==> src/rtl/tca_pkg.sv <==
package tca_pkg;
  typedef enum logic {
    KIND_WRITE = 1'b0,
    KIND_READ  = 1'b1
  } cmd_kind_e;
endpackage

==> src/rtl/tca_occ_counter.sv <==
module tca_occ_counter #(
  parameter int MAX_COUNT = 11,
  parameter int WIDTH     = $clog2(MAX_COUNT + 1)
) (
  input  logic             clk_i,
  input  logic             rst_ni,
  input  logic             inc_i,
  input  logic             dec_i,
  output logic [WIDTH-1:0] cnt_o
);
  logic [WIDTH-1:0] cnt_q, cnt_d;
  logic             dec_eff;

  // dequeue of an empty kind is dropped
  assign dec_eff = dec_i && (cnt_q != '0);

  always_comb begin
    cnt_d = cnt_q;
    unique case ({inc_i, dec_eff})
      2'b10:   cnt_d = cnt_q + WIDTH'(1);
      2'b01:   cnt_d = cnt_q - WIDTH'(1);
      default: cnt_d = cnt_q;
    endcase
  end

  always_ff @(posedge clk_i or negedge rst_ni) begin
    if (!rst_ni) cnt_q <= '0;
    else         cnt_q <= cnt_d;
  end

  assign cnt_o = cnt_q;

  assert_cnt_cap_R10: assert property (@(posedge clk_i) disable iff (!rst_ni)
    int'(cnt_q) <= MAX_COUNT);

  assert_empty_dec_ignored_R8: assert property (@(posedge clk_i) disable iff (!rst_ni)
    (dec_i && !inc_i && cnt_q == '0) |=> cnt_q == '0);
endmodule

==> src/rtl/tca_admit_logic.sv <==
module tca_admit_logic #(
  parameter int TOTAL_DEPTH = 11,
  parameter int READ_SLOTS  = 1,
  parameter int WR_W        = 4,
  parameter int RD_W        = 1
) (
  input  logic            req_valid_i,
  input  tca_pkg::cmd_kind_e req_kind_i,
  input  logic [WR_W-1:0] wr_cnt_i,
  input  logic [RD_W-1:0] rd_cnt_i,
  output logic            accept_o,
  output logic            retry_o,
  output logic            wr_inc_o,
  output logic            rd_inc_o
);
  import tca_pkg::*;
  localparam int SUM_W = WR_W + 1;

  logic [SUM_W-1:0] total;
  logic             room_total;
  logic             room_read;
  logic             fits;

  assign total      = SUM_W'(wr_cnt_i) + SUM_W'(rd_cnt_i);
  assign room_total = int'(total) < TOTAL_DEPTH;
  assign room_read  = int'(rd_cnt_i) < READ_SLOTS;

  always_comb begin
    unique case (req_kind_i)
      KIND_READ: fits = room_total && room_read;
      default:   fits = room_total;
    endcase
  end

  assign accept_o = req_valid_i && fits;
  assign retry_o  = req_valid_i && !fits;
  assign wr_inc_o = accept_o && (req_kind_i == KIND_WRITE);
  assign rd_inc_o = accept_o && (req_kind_i == KIND_READ);
endmodule

==> src/rtl/tgt_cmd_admit.sv <==
module tgt_cmd_admit #(
  parameter int TOTAL_DEPTH = 11,
  parameter int READ_SLOTS  = 1,
  parameter int WR_W        = $clog2(TOTAL_DEPTH + 1),
  parameter int RD_W        = $clog2(READ_SLOTS + 1)
) (
  input  logic            clk_i,
  input  logic            rst_ni,
  input  logic            req_valid_i,
  input  logic            req_is_read_i,
  input  logic            deq_valid_i,
  input  logic            deq_is_read_i,
  output logic            accept_o,
  output logic            retry_o,
  output logic [WR_W-1:0] wr_count_o,
  output logic [RD_W-1:0] rd_count_o
);
  import tca_pkg::*;
  localparam int SUM_W = WR_W + 1;

  cmd_kind_e        req_kind;
  logic             wr_inc, rd_inc;
  logic             wr_dec, rd_dec;
  logic [WR_W-1:0]  wr_cnt;
  logic [RD_W-1:0]  rd_cnt;
  logic [SUM_W-1:0] total;

  assign req_kind = cmd_kind_e'(req_is_read_i);
  assign wr_dec   = deq_valid_i && !deq_is_read_i;
  assign rd_dec   = deq_valid_i &&  deq_is_read_i;

  tca_admit_logic #(
    .TOTAL_DEPTH(TOTAL_DEPTH), .READ_SLOTS(READ_SLOTS), .WR_W(WR_W), .RD_W(RD_W)
  ) i_admit (
    .req_valid_i(req_valid_i),
    .req_kind_i (req_kind),
    .wr_cnt_i   (wr_cnt),
    .rd_cnt_i   (rd_cnt),
    .accept_o   (accept_o),
    .retry_o    (retry_o),
    .wr_inc_o   (wr_inc),
    .rd_inc_o   (rd_inc)
  );

  tca_occ_counter #(.MAX_COUNT(TOTAL_DEPTH), .WIDTH(WR_W)) i_wr_cnt (
    .clk_i(clk_i), .rst_ni(rst_ni), .inc_i(wr_inc), .dec_i(wr_dec), .cnt_o(wr_cnt)
  );

  tca_occ_counter #(.MAX_COUNT(READ_SLOTS), .WIDTH(RD_W)) i_rd_cnt (
    .clk_i(clk_i), .rst_ni(rst_ni), .inc_i(rd_inc), .dec_i(rd_dec), .cnt_o(rd_cnt)
  );

  assign wr_count_o = wr_cnt;
  assign rd_count_o = rd_cnt;
  assign total      = SUM_W'(wr_cnt) + SUM_W'(rd_cnt);

  assert_total_cap_R10: assert property (@(posedge clk_i) disable iff (!rst_ni)
    int'(total) <= TOTAL_DEPTH);

  assert_resp_onehot_R2: assert property (@(posedge clk_i) disable iff (!rst_ni)
    req_valid_i |-> $onehot({accept_o, retry_o}));

  assert_no_resp_idle_R2: assert property (@(posedge clk_i) disable iff (!rst_ni)
    !req_valid_i |-> !(accept_o || retry_o));

  assert_full_retry_R4: assert property (@(posedge clk_i) disable iff (!rst_ni)
    (req_valid_i && int'(total) == TOTAL_DEPTH) |-> retry_o);

  assert_second_read_retry_R6: assert property (@(posedge clk_i) disable iff (!rst_ni)
    (req_valid_i && req_is_read_i && int'(rd_count_o) == READ_SLOTS) |-> retry_o);

  assert_retry_hold_R7: assert property (@(posedge clk_i) disable iff (!rst_ni)
    (retry_o && !deq_valid_i) |=> ($stable(wr_count_o) && $stable(rd_count_o)));
endmodule

==> config.mk <==
export PLATFORM = sky130hd
export DESIGN_NAME = tgt_cmd_admit
export DESIGN_NICKNAME = d
export VERILOG_FILES = /design/src/rtl/tca_pkg.sv /design/src/rtl/tca_occ_counter.sv /design/src/rtl/tca_admit_logic.sv /design/src/rtl/tgt_cmd_admit.sv
export SDC_FILE = /design/constraint.sdc
export NUM_CORES = 1
export LEC_CHECK = 0
export BUFFER_PORTS_ARGS = -buffer_cell sky130_fd_sc_hd__buf_2
export CELL_PAD_IN_SITES_DETAIL_PLACEMENT = 1
export CELL_PAD_IN_SITES_GLOBAL_PLACEMENT = 1
export CORE_AREA = 2 2 39 41
export CTS_CLUSTER_DIAMETER = 120
export DETAILED_ROUTE_END_ITERATION = 8
export DIE_AREA = 0 0 41 43
export GPL_TIMING_DRIVEN = 0
export PLACE_DENSITY_LB_ADDON = 0.1
export SYNTH_ARGS = -nofsm -noshare
export SYNTH_HDL_FRONTEND = slang
export SYNTH_SLANG_ARGS = --single-unit
export TNS_END_PERCENT = 1
==> constraint.sdc <==
create_clock -name clk_i -period 3.36 [get_ports clk_i]
set_clock_uncertainty 0.15 [all_clocks]
set_input_delay 1.008 -clock clk_i [delete_from_list [all_inputs] [get_ports clk_i]]
set_output_delay 1.008 -clock clk_i [all_outputs]
set_load 0.01 [all_outputs]
Yosys cells after proc, flatten, opt, wreduce, memory -nomap -nowiden:

Cells that the tools add are included.

* $add $sub $neg: 5
* order comparisons: 2
* equality and inequality tests: 4
* multiplexer cells: 3
* bitwise logic cells: 1
* reductions and logical operators: 14

Operators with widths (count)
* $logic_and 1x1->1: 9
* $pmux 4 s2: 1
* $add 4x1->5: 1
* $lt 5x4->1 const B: 1
* $add 4x1->4 const B: 1
* $eq 2x1->1 const B: 2
* $eq 2x2->1 const B: 2
* $reduce_bool 2->1: 2
* $reduce_bool 4->1: 1
* $sub 4x1->4 const B: 1
* $logic_not 1->1: 2
* $pmux 1 s2: 1
* $add 1x1->1 const B: 1
* $lt 1x1->1 const B: 1
* $mux 1: 1
* $not 1->1: 1
* $sub 1x1->1 const B: 1

* register bits: 5
* bits of input ports: 6
* output and inout port bits: 7
* word-level logic and storage cells: 31

Logic depth before layout (Yosys ltp):

Gate-level depths: netlist of run 1.

* depth after elaboration: 8
* depth in mapped cells: 12
* gate-level depth less buffers: 12

By module:

A second synthesis of run 1 with hierarchy kept.

* cells, all modules: 42
* area, all modules: 455.4 sq um

By module, submodules not included
* tca_occ_counter (i_wr_cnt): times used 1, cells an instance 24, area each 269.0 sq um, sequential area each 100.1 sq um
* tca_admit_logic: times used 1, cells an instance 13, area each 115.1 sq um, sequential area each 0.0 sq um
* tca_occ_counter (i_rd_cnt): times used 1, cells an instance 3, area each 55.1 sq um, sequential area each 25.0 sq um
* tgt_cmd_admit: times used 1, cells an instance 2, area each 16.3 sq um, sequential area each 0.0 sq um

Least setup slack after synthesis of run 1:

No wires, ideal clock.

* kind: input-to-reg
* from: in req_is_read_i
* to: reg i_wr_cnt.cnt_q[3], in the netlist i_wr_cnt.cnt_o[3]
* library setup time: 0.130 ns
* arrival time: 2.628 ns
* data required time: 3.080 ns
* path slack: 0.452 ns
* stages: 9
* path buffers: 0
* cells stage by stage: a22oi_1 o21ai_1 or3_1 ha_1 ha_1 a21oi_1 and3_1 nor3_2 xor2_1

* longest elaborated chain between the ends: 5
* elaborated cells between the ends (all ways): 8
* those cells by class: eq/ne (2); mux (2); bitwise (1); reduce/logical (3)

Ends and longest elaborated chain
* start: declaration: RTL line tgt_cmd_admit.sv:10 `input logic req_is_read_i,`
* $mux 1: RTL line tca_admit_logic.sv:29 `unique case (req_kind_i)`
* $logic_and 1x1->1: RTL line tca_admit_logic.sv:35 `assign accept_o = req_valid_i && fits;`
* $logic_and 1x1->1 (*): RTL line tca_admit_logic.sv:37 `assign wr_inc_o = accept_o && (req_kind_i == KIND_WRITE);`
* $eq 2x1->1 / $eq 2x2->1 (equally long branches): RTL line tca_occ_counter.sv:19 `unique case ({inc_i, dec_eff})`
* $pmux 4 s2 / $reduce_bool 2->1 (equally long branches)
* end signal: assignment: RTL line tca_occ_counter.sv:28 `else cnt_q <= cnt_d;`
* end: declaration: RTL line tca_occ_counter.sv:11 `logic [WIDTH-1:0] cnt_q, cnt_d;`

Every way passes the cells marked *; elsewhere a longest branch is shown, timed or not.
A chain may end at the register's enable or synchronous reset.

Worst setup path after layout of run 1:

* from: reg i_wr_cnt.cnt_q[0], in the netlist i_wr_cnt.cnt_o[0]
* to: reg i_wr_cnt.cnt_q[3], in the netlist i_wr_cnt.cnt_o[3]

* longest elaborated chain between the ends: 8
* elaborated cells between the ends (all ways): 14
* those cells by class: add/sub (3); order compare (1); eq/ne (2); mux (2); reduce/logical (6)

Ends and longest elaborated chain
* $add 4x1->5
* $lt 5x4->1: RTL line tca_admit_logic.sv:25 `assign room_total = int'(total) < TOTAL_DEPTH;`
* $logic_and 1x1->1: RTL line tca_admit_logic.sv:30 `KIND_READ: fits = room_total && room_read;`
* $mux 1: RTL line tca_admit_logic.sv:29
* $logic_and 1x1->1: RTL line tca_admit_logic.sv:35
* $logic_and 1x1->1: RTL line tca_admit_logic.sv:37
* $eq 2x1->1 / $eq 2x2->1 (equally long branches): RTL line tca_occ_counter.sv:19
* $pmux 4 s2 / $reduce_bool 2->1 (equally long branches)

Parallel ways exist; a longest one is shown, timed or not.

==> flow_results.org, run 1 <==
** CTS
- Buffers inserted to repair hold after CTS numbered 0.
- Maximum number of buffers from clock root to sink :: 2
- TritonCTS Sinks :: 5
- CTS tree :: done
- Clock-pin slew was measured on the worst setup and hold paths at 40 ps.
- The clock reaches the later pin of the worst-skew pair after 240 ps.
- In this run, post-CTS repair resized a total of 0 instances.
- Number of levels in the clock H-tree :: 1
- Buffers added to address setup during post-CTS repair amount to 0.
- Number of CTS-inserted buffers :: 3
- CTS Root Cell :: sky130_fd_sc_hd__clkbuf_4

** Layout
- Util after Layout :: 37.2%
- Layout Area Growth over Synthesis :: 27.6%
- Post-layout instance count excluding filler cells :: 73
- Once layout is done, the placed cells without fillers occupy 514 um^2.
- Final net count :: 71
- Cells with a size suffix above 1 make up 29.8% of the layout.
- The layout has between 150 and 200 filler cells.
- Antenna diode instance count :: 0

** Synth
- Compound-Gate Fraction of Synth Area :: approximately 11%
- Count leader, synth :: sky130_fd_sc_hd__ha_1
- The synthesized netlist devotes 10.9% of its cell area to XOR and XNOR gates.
- Area contributors post-synth :: sky130_fd_sc_hd__dfrtp_1 (31%), sky130_fd_sc_hd__ha_1 (19%), sky130_fd_sc_hd__xor2_1 (6.5%), sky130_fd_sc_hd__fa_1 (5.0%), sky130_fd_sc_hd__inv_1 (4.7%)
- Of the total synthesized cell area, the portion taken by AND, OR, NAND and NOR gates is ~16%.
- Commonest cells in the netlist :: sky130_fd_sc_hd__ha_1 (6), sky130_fd_sc_hd__dfrtp_1 (5), sky130_fd_sc_hd__inv_1 (5)
- The synthesized netlist occupies a cell area of 403 um^2.
- In the synthesized netlist the async set-or-reset flop fraction comes to 100%.
- Distinct cells, synth :: 21
- The share of the Yosys chip area taken by registers is 31.1%.
- Main combinational cell family by area after synthesis :: adder cells
- The most used flip-flop cell after synthesis is sky130_fd_sc_hd__dfrtp_1.
- The share of synthesized area in the top cell type comes to a little under a third.
- Synthesis-stage register bit count :: 5
- Yosys warning total :: 0
- Mapped Cells :: 41
- Syn_area_per_cell :: 9.83 um^2
- Multiplexer fraction of the synthesized cell area :: 2.48%
- Area leader, netlist :: sky130_fd_sc_hd__dfrtp_1
- Synthesis produced a netlist with a net count of 54.
- After Yosys synthesis, full adders, half adders and majority gates account for 23.6% of the synthesized area.
- Number of synthesized flops with an enable pin :: 0

** Routing
- Detailed-route wire length per cell :: 14.2 um
- Routed Wire Length :: about 1000 um
- The pre-antenna-repair detailed-routing pass consisted of 2 iterations.
- The final route contains 370 vias.
- DRC violation total after the first TritonRoute iteration :: 1
- For this run, design rule violations remaining after detail routing come to 0.
- In the routed layout, each cell is associated on average with a via count of 5.07.
- The count of nets left with antenna violations once routing finished came out at 0.

** GRT
- Number of antenna violations at the first check in global routing :: 0
- Entering global routing, the biggest net connects 7 pins.
- Total gr overflow :: 0
- In the global route stage, overall resource usage came out at 14.6%.
- Wire length of the first global-routing pass :: 1700 um
- The via count of the first global-routing pass came to 407.

** Critical path
- Slack of the worst reg-to-reg path :: 250 ps
- In this run the critical register-to-register path is launched from i_wr_cnt.cnt_o[0].
- Data on the critical path arrives at its endpoint at 3120 ps.
- Critical Setup Path Class :: reg2reg
- The most critical setup path has its startpoint at i_wr_cnt.cnt_o[0].
- Of all nets on the critical path, the largest fanout is 6.
- STA classifies the critical path endpoint as a flop.
- In this run the critical register-to-register path is captured at i_wr_cnt.cnt_o[3].
- In this run the worst setup path terminates at i_wr_cnt.cnt_o[3].
- Measured in cells, the most critical reg-to-reg path has a length of 11.
- STA puts the critical path data required time at between 3000 and 4000 ps.
- STA classifies the critical path startpoint as a flop.

** Floorplan
- From left edge to right edge, the die measures 41 um.
- Vertical die dimension :: 43 um
- Once the floorplan was initialized, standard cells occupied 29.1% of the core.
- Overall die area :: 1760 um^2
- Total core area :: 1380 um^2
- Row generation in the floorplan step produced 14 rows.
- Number of I/O pins :: 13

** STA
- Timing would allow up to ~320 MHz.
- Number of max-slew violations in the final report :: 0
- Setup slack closes at ~250 ps.
- At the pin with the least slew margin, the transition time is roughly 250 ps.
- Clock period minus worst slack :: 3110 ps
- The tightest hold path in the finished design has a slack of 413 ps.
- In the final timing run, aggregate negative setup slack is 0 ps.
- Of the available clock period, the critical path in the final layout requires 92.6%.
- Relative slew slack :: 83.2%
- Setup repair after global routing left no endpoint under its margin.
- Setup violations remaining at the end of the flow were counted as 0.
- Hold Vio Cnt, Final :: 0

** Place
- Once placement completed, the tool counted placed cells totaling 69.
- Placer congestion estimate :: approximately 0.63
- In this run the tool buffered the top-level ports with 12 buffer cells.
- HPWL after detailed placement :: 833 um
- Before CTS, the worst setup slack after placement is 61.7 ps.
- Cell area after placement :: 483 um^2

** Power
- The internal portion of the total power is 0.278 mW.
- In this run switching power makes up 46.6% of total power.
- Peak supply drop :: 0.378 mV
- Design Power :: 0.521 mW
- Per report_power, the sequential group accounts for 29.1% of the total.
- In this run, the clock network consumes 13.2% of the power.
- PwrDens :: 1010 nW/um^2
- For this design the total switching power over the nets is between 0.2 and 0.25 mW.
- Lkg Pwr :: approximately 0.26 nW
- Relative contribution of combinational cells to total power :: between 50% and 60%

** Flow run
- Across the run, the number of max-cap violations was 0.

** Run status
- Status :: finished, final reports clean

** Worst hold path
- Type of the tightest min-delay check :: reg2reg
[per-layer routing]
metal | part of all wire (%) | up-vias | GRT usage (%)
li1 | - | 176 | -
met1 | 39 | 179 | 14.8
met2 | 54 | 13 | 25.3
met3 | 5.8 | 2 | 4.71
met4 | 1.3 | 0 | 6.00
met5 | 0 | - | 0
[cells in the final DEF (no fill, tap or decap), types with 2 or more instances in the layout]
cell type | synthesis | layout
sky130_fd_sc_hd__inv_1 | 5 | 5
sky130_fd_sc_hd__xnor2_1 | 2 | 2
sky130_fd_sc_hd__ha_1 | 6 | 6
sky130_fd_sc_hd__a21oi_1 | 2 | 2
sky130_fd_sc_hd__nand3_1 | 2 | 2
sky130_fd_sc_hd__and3_1 | 2 | 2
sky130_fd_sc_hd__dfrtp_1 | 5 | 5
sky130_fd_sc_hd__clkbuf_4 | 0 | 3
sky130_fd_sc_hd__buf_2 | 0 | 12
sky130_fd_sc_hd__xor2_1 | 3 | 3
[cells by family (layout without fill, tap and decap cells)]
group           after synthesis  in the layout
simple gates                 11             11
fa+ha+maj                     7              7
compound gates                7              7
xor+xnor                      5              5
flops                         5              5
buf+inv                       5             21
mux                           1              1
[power groups by stage]
stage	Clock, mW	Combinational (mW)	Sequential, mW
2_1_floorplan	0	0.186	0.150
3_3_place_gp	0	0.269	0.147
3_5_place_dp	0	0.289	0.152
4_1_cts	0.0714	0.292	0.151
5_1_grt	0.0762	0.341	0.158
6_report	0.0687	0.301	0.151
[final cells by class]
cell class | count | area [um^2] | area share, %
inverters | 5 | 18.8 | 3.65
multi-input cells | 31 | 264 | 51.3
repair buffers | 12 | 60.1 | 11.7
flip-flops and latches | 5 | 125 | 24.3
clock buffers | 4 | 26.3 | 5.11
well taps | 16 | 20.0 | 3.89
[flip-flops by register name (all words and copies together) (netlist names)]
name and cells:
i_wr_cnt.cnt_o 4, i_rd_cnt.cnt_o 1
[worst max-delay path, cell delays in order (launching register included)]
cell                      delay [ps]
sky130_fd_sc_hd__dfrtp_1         460
sky130_fd_sc_hd__ha_1            250
sky130_fd_sc_hd__ha_1            290
sky130_fd_sc_hd__a22oi_2         180
sky130_fd_sc_hd__o21ai_1         130
sky130_fd_sc_hd__or3_1           330
sky130_fd_sc_hd__ha_1            230
sky130_fd_sc_hd__ha_1            340
sky130_fd_sc_hd__a21oi_1         190
sky130_fd_sc_hd__a21oi_1         110
sky130_fd_sc_hd__nor3_2          200
sky130_fd_sc_hd__xor2_1          170
[worst min-delay path by stage]
| stage | startpoint | cells after the start | endpoint | slack, ps |
|---|---|---|---|---|
| after CTS | rst_ni | 1 | i_wr_cnt.cnt_o[0] | 420 |
| after global routing | rst_ni | 1 | i_wr_cnt.cnt_o[0] | 420 |
| final | i_rd_cnt.cnt_o | 1 | i_rd_cnt.cnt_o | 410 |
| after global placement | i_rd_cnt.cnt_o | 1 | i_rd_cnt.cnt_o | 390 |
| after detailed placement | i_rd_cnt.cnt_o | 1 | i_rd_cnt.cnt_o | 420 |
| after floorplan | i_rd_cnt.cnt_o | 1 | i_rd_cnt.cnt_o | 410 |
Power figures use the tool's default switching activity.
==> run 2: changes to the inputs <==
--- a/config.mk
+++ b/config.mk
@@ -7,11 +7,11 @@
 export LEC_CHECK = 0
 export BUFFER_PORTS_ARGS = -buffer_cell sky130_fd_sc_hd__buf_2
 export CELL_PAD_IN_SITES_DETAIL_PLACEMENT = 1
-export CELL_PAD_IN_SITES_GLOBAL_PLACEMENT = 1
-export CORE_AREA = 2 2 39 41
+export CELL_PAD_IN_SITES_GLOBAL_PLACEMENT = 2
+export CORE_MARGIN = 1
+export CORE_UTILIZATION = 27
 export CTS_CLUSTER_DIAMETER = 120
 export DETAILED_ROUTE_END_ITERATION = 8
-export DIE_AREA = 0 0 41 43
 export GPL_TIMING_DRIVEN = 0
 export PLACE_DENSITY_LB_ADDON = 0.1
 export SYNTH_ARGS = -nofsm -noshare
==> run 2 against run 1 <==
  * Hold slack got worse by 12 ps
  * Via count increased by 1.6%
  * Clock power about the same
  * Die area decreased by 6.4%
  * Total power decreased by 3.8%
  * Wire length decreased by 8.8%
  * Sequential power decreased by 3%
  * Cell count decreased by 1.4%
  * Critical path depth unchanged
  * Combinational power decreased by 5%
  * Register-to-register slack about the same
  * Setup slack got worse by 4.9 ps
  * Largest cell class unchanged
  * Highest routed layer is now met3
==> flow_results.org, run 2 (synthesized netlist as in run 1, its figures left out) <==
** Worst hold path
- Type of the tightest min-delay check :: reg2reg (unchanged)

** CTS
- Number of CTS-inserted buffers :: 3 (unchanged)
- Clock transition at the registers of the reported paths :: 40 ps (about the same)
- The total of cells resized after clock tree synthesis came to 0 (unchanged).
- The number of post-CTS setup repair buffers came to 0 (unchanged).
- The CTS tree is done (unchanged).
- Clk_lat worst skew :: 240 ps (about the same)
- Number of levels in the clock H-tree :: 1 (unchanged)
- CTS Root Cell :: sky130_fd_sc_hd__clkbuf_4 (unchanged)
- Maximum number of buffers from clock root to sink :: 2 (unchanged)
- The CTS sink count was 5 (unchanged).
- The total of hold buffers inserted after clock tree synthesis was 0 (unchanged).

** STA
- The minimum clock period is 3110 ps (about the same).
- Final worst-path cycle share :: 92.7% (was 92.6%)
- Final hold slack :: 401 ps (was 413 ps)
- Setup_tns :: 0 ps (unchanged)
- Final WS setup :: 245 ps (was 250 ps)
- The final count of hold timing violations came to 0 (unchanged).
- The top achievable clock speed came to 321 MHz (was 322 MHz).
- Unrepaired setup endpoints after global routing :: no (unchanged)
- Number of max-slew violations in the final report :: 0 (unchanged)
- Relative slew slack :: 84.8% (was 83.2%)
- The transition at the pin with the smallest max-transition slack came to 226 ps (was 250 ps).
- The final count of negative-setup-slack endpoints is 0 (unchanged).

** Layout
- The area used by multi-input combinational logic came to 259 um^2 (was 264 um^2).
- Commonest cells after routing, fill and taps aside: sky130_fd_sc_hd__buf_2 (12), sky130_fd_sc_hd__ha_1 (6), sky130_fd_sc_hd__inv_1 (5), sky130_fd_sc_hd__dfrtp_1 (5) (unchanged).
- Fill count :: 165 (was 168)
- Flip-flop count of the largest register after layout :: 4 (unchanged)
- The count of non-filler cells in the finished layout is 72 (was 73).
- The leading cell type in the layout, fill and taps excluded is sky130_fd_sc_hd__buf_2 (unchanged).
- Final net count :: 71 (unchanged)
- Fraction of layout cells with a size suffix above 1 :: 28.1% (was 29.8%)
- The total inserted antenna cells was 0 (unchanged).
- Layout Area Growth over Synthesis :: 26.1% (was 27.6%)
- The flip-flop and latch area was 125 um^2 (unchanged).
- The post-route cell area came to 508 um^2 (was 514 um^2).
- The end-of-flow core utilization was 37.6% (was 37.2%).

** Critical path
- Largest delay share family, worst path :: adder cells (unchanged)
- The endpoint class of the critical path is a flop (unchanged).
- Crit Reg-Reg Startpoint :: i_wr_cnt.cnt_o[0] (unchanged)
- Critical Setup Path Class :: reg2reg (unchanged)
- The worst path arrival time is 3120 ps (about the same).
- Critical-path top delay cell :: sky130_fd_sc_hd__dfrtp_1 (unchanged)
- The critical path's most frequent cell was sky130_fd_sc_hd__ha_1 (unchanged).
- The worst-case reg-to-reg path depth is 11 (unchanged).
- Buf+Inv Stages, Crit Path :: 0 (unchanged)
- The end point of the critical path is i_wr_cnt.cnt_o[3] (unchanged).
- Required time of the critical path :: 3370 ps (about the same)
- CP Launch Type :: flop (unchanged)
- The end of the worst register-to-register path is i_wr_cnt.cnt_o[3] (unchanged).
- The timing startpoint of the critical path is i_wr_cnt.cnt_o[0] (unchanged).
- The worst setup slack for register-to-register paths came to 250 ps (about the same).
- Critical path cell sequence :: ha_1, ha_1, a22oi_1, o21ai_1, or3_1, ha_1, ha_1, a21oi_1, a21oi_1, nor3_2, xor2_1 (was ha_1, ha_1, a22oi_2, o21ai_1, or3_1, ha_1, ha_1, a21oi_1, a21oi_1, nor3_2, xor2_1)
- Max FO, Critical Path :: 6 (unchanged)
- Number of gates on the worst path with buffers counted :: 11 (unchanged)
- The worst stage delay on the critical path was 450 ps (was 460 ps).

** Routing
- Detailed-route wire length per cell :: 13.2 um (was 14.2 um)
- Routed Wire Length :: 947 um (was 1040 um)
- Total via count after detailed routing :: 376 (was 370)
- The final antenna-violating net count was 0 (unchanged).
- DRC violation total after the first TritonRoute iteration :: 3 (was 1)
- The final routed DRC violation total is 0 (unchanged).
- Via density per instance :: 5.22 (was 5.07)
- Number of search-and-repair iterations in the first detailed-routing pass :: 2 (unchanged)

** Power
- Clock network fraction of design power :: 13.8% (was 13.2%)
- The fraction of power spent switching nets came to 45.8% (was 46.6%).
- The total power consumption of the routed design was 0.501 mW (was 0.521 mW).
- The switching power was 0.229 mW (was 0.243 mW).
- The power density of the placed cells is 986 nW/um^2 (was 1010 nW/um^2).
- The combinational fraction of design power was 56.9% (was 57.7%).
- Cell internal pwr :: 0.272 mW (was 0.278 mW)
- Part of the total power dissipated in sequential elements :: 29.3% (was 29.1%)
- Lkg Pwr :: 0.257 nW (about the same)
- Peak supply drop :: 0.439 mV (was 0.378 mV)

** Place
- The post-placement cell area came to 482 um^2 (was 483 um^2).
- The pre-CTS worst setup slack is 83.9 ps (was 61.7 ps).
- Placed cells :: 68 (was 69)
- The placer's final routability congestion estimate was 0.633 (about the same).
- Port bufs :: 12 (unchanged)
- The estimated wirelength of the detail-placed design came to 795 um (was 833 um).

** GRT
- Overall fraction of global-route tracks in use :: 14.9% (was 14.6%)
- The maximum number of pins on one net before global-route repair is 7 (unchanged).
- The global route total overflow was 0 (unchanged).
- Number of global-route vias before repair :: 372 (was 407)
- Number of antenna violations at the first check in global routing :: 0 (unchanged)
- The wire length of the first global-routing pass came to 1570 um (was 1700 um).

** Floorplan
- The full die area is 1650 um^2 (was 1760 um^2).
- The area inside the core boundary was 1350 um^2 (was 1380 um^2).
- Initial cell density of the core :: 29.8% (was 29.1%)
- Number of I/O pins :: 13 (unchanged)
- The die outline width is 40.6 um (was 41 um).
- Placement Rows :: 13 (was 14)
- Vertical die dimension :: 40.6 um (was 43 um)

** Flow run
- Number of max-capacitance violations reported :: 0 (unchanged)

** Run status
- Status: finished, final reports clean (unchanged).
run 2: worst min path at each step:
stage	slack [ps]	startpoint	depth (start not counted)	end
after floorplan	410	i_rd_cnt.cnt_o	1	i_rd_cnt.cnt_o
after global placement	390	i_rd_cnt.cnt_o	1	i_rd_cnt.cnt_o
after detailed placement	400	i_rd_cnt.cnt_o	1	i_rd_cnt.cnt_o
after CTS	410	i_rd_cnt.cnt_o	1	i_rd_cnt.cnt_o
final	400	i_rd_cnt.cnt_o	1	i_rd_cnt.cnt_o
after global routing	420	rst_ni	1	i_wr_cnt.cnt_o[2]
run 2: per-layer routing:
| metal | vias up | global-route usage (%) | wire (um) |
|---|---|---|---|
| met2 | 9 | 27.4 | 511 |
| li1 | 176 | - | - |
| met5 | - | 0 | 0 |
| met1 | 191 | 15.6 | 387 |
| met4 | 0 | 2.50 | 0 |
| met3 | 0 | 6.52 | 48 |
run 2: cell type report:
cell class	instances	area share [%]
Sequential cell	5	24.6
Tap cell	15	3.69
Clock buffer	4	5.17
Multi-Input combinational cell	31	51.0
Inverter	5	3.69
Timing Repair Buffer	12	11.8
run 2: power by group through the flow:
| stage | logic, mW | registers [mW] | clock network [mW] |
|---|---|---|---|
| after floorplan | 0.186 | 0.150 | 0 |
| after global placement | 0.268 | 0.147 | 0 |
| after detailed placement | 0.289 | 0.149 | 0 |
| after CTS | 0.292 | 0.149 | 0.0721 |
| after global routing | 0.330 | 0.155 | 0.0760 |
| final | 0.285 | 0.147 | 0.0690 |
run 2: worst register-to-register path: stages (launching register included):
cell and delay (ps):
sky130_fd_sc_hd__dfrtp_1 450, sky130_fd_sc_hd__ha_1 250, sky130_fd_sc_hd__ha_1 280, sky130_fd_sc_hd__a22oi_1 200, sky130_fd_sc_hd__o21ai_1 140, sky130_fd_sc_hd__or3_1 330, sky130_fd_sc_hd__ha_1 230, sky130_fd_sc_hd__ha_1 330
sky130_fd_sc_hd__a21oi_1 210, sky130_fd_sc_hd__a21oi_1 110, sky130_fd_sc_hd__nor3_2 190, sky130_fd_sc_hd__xor2_1 170
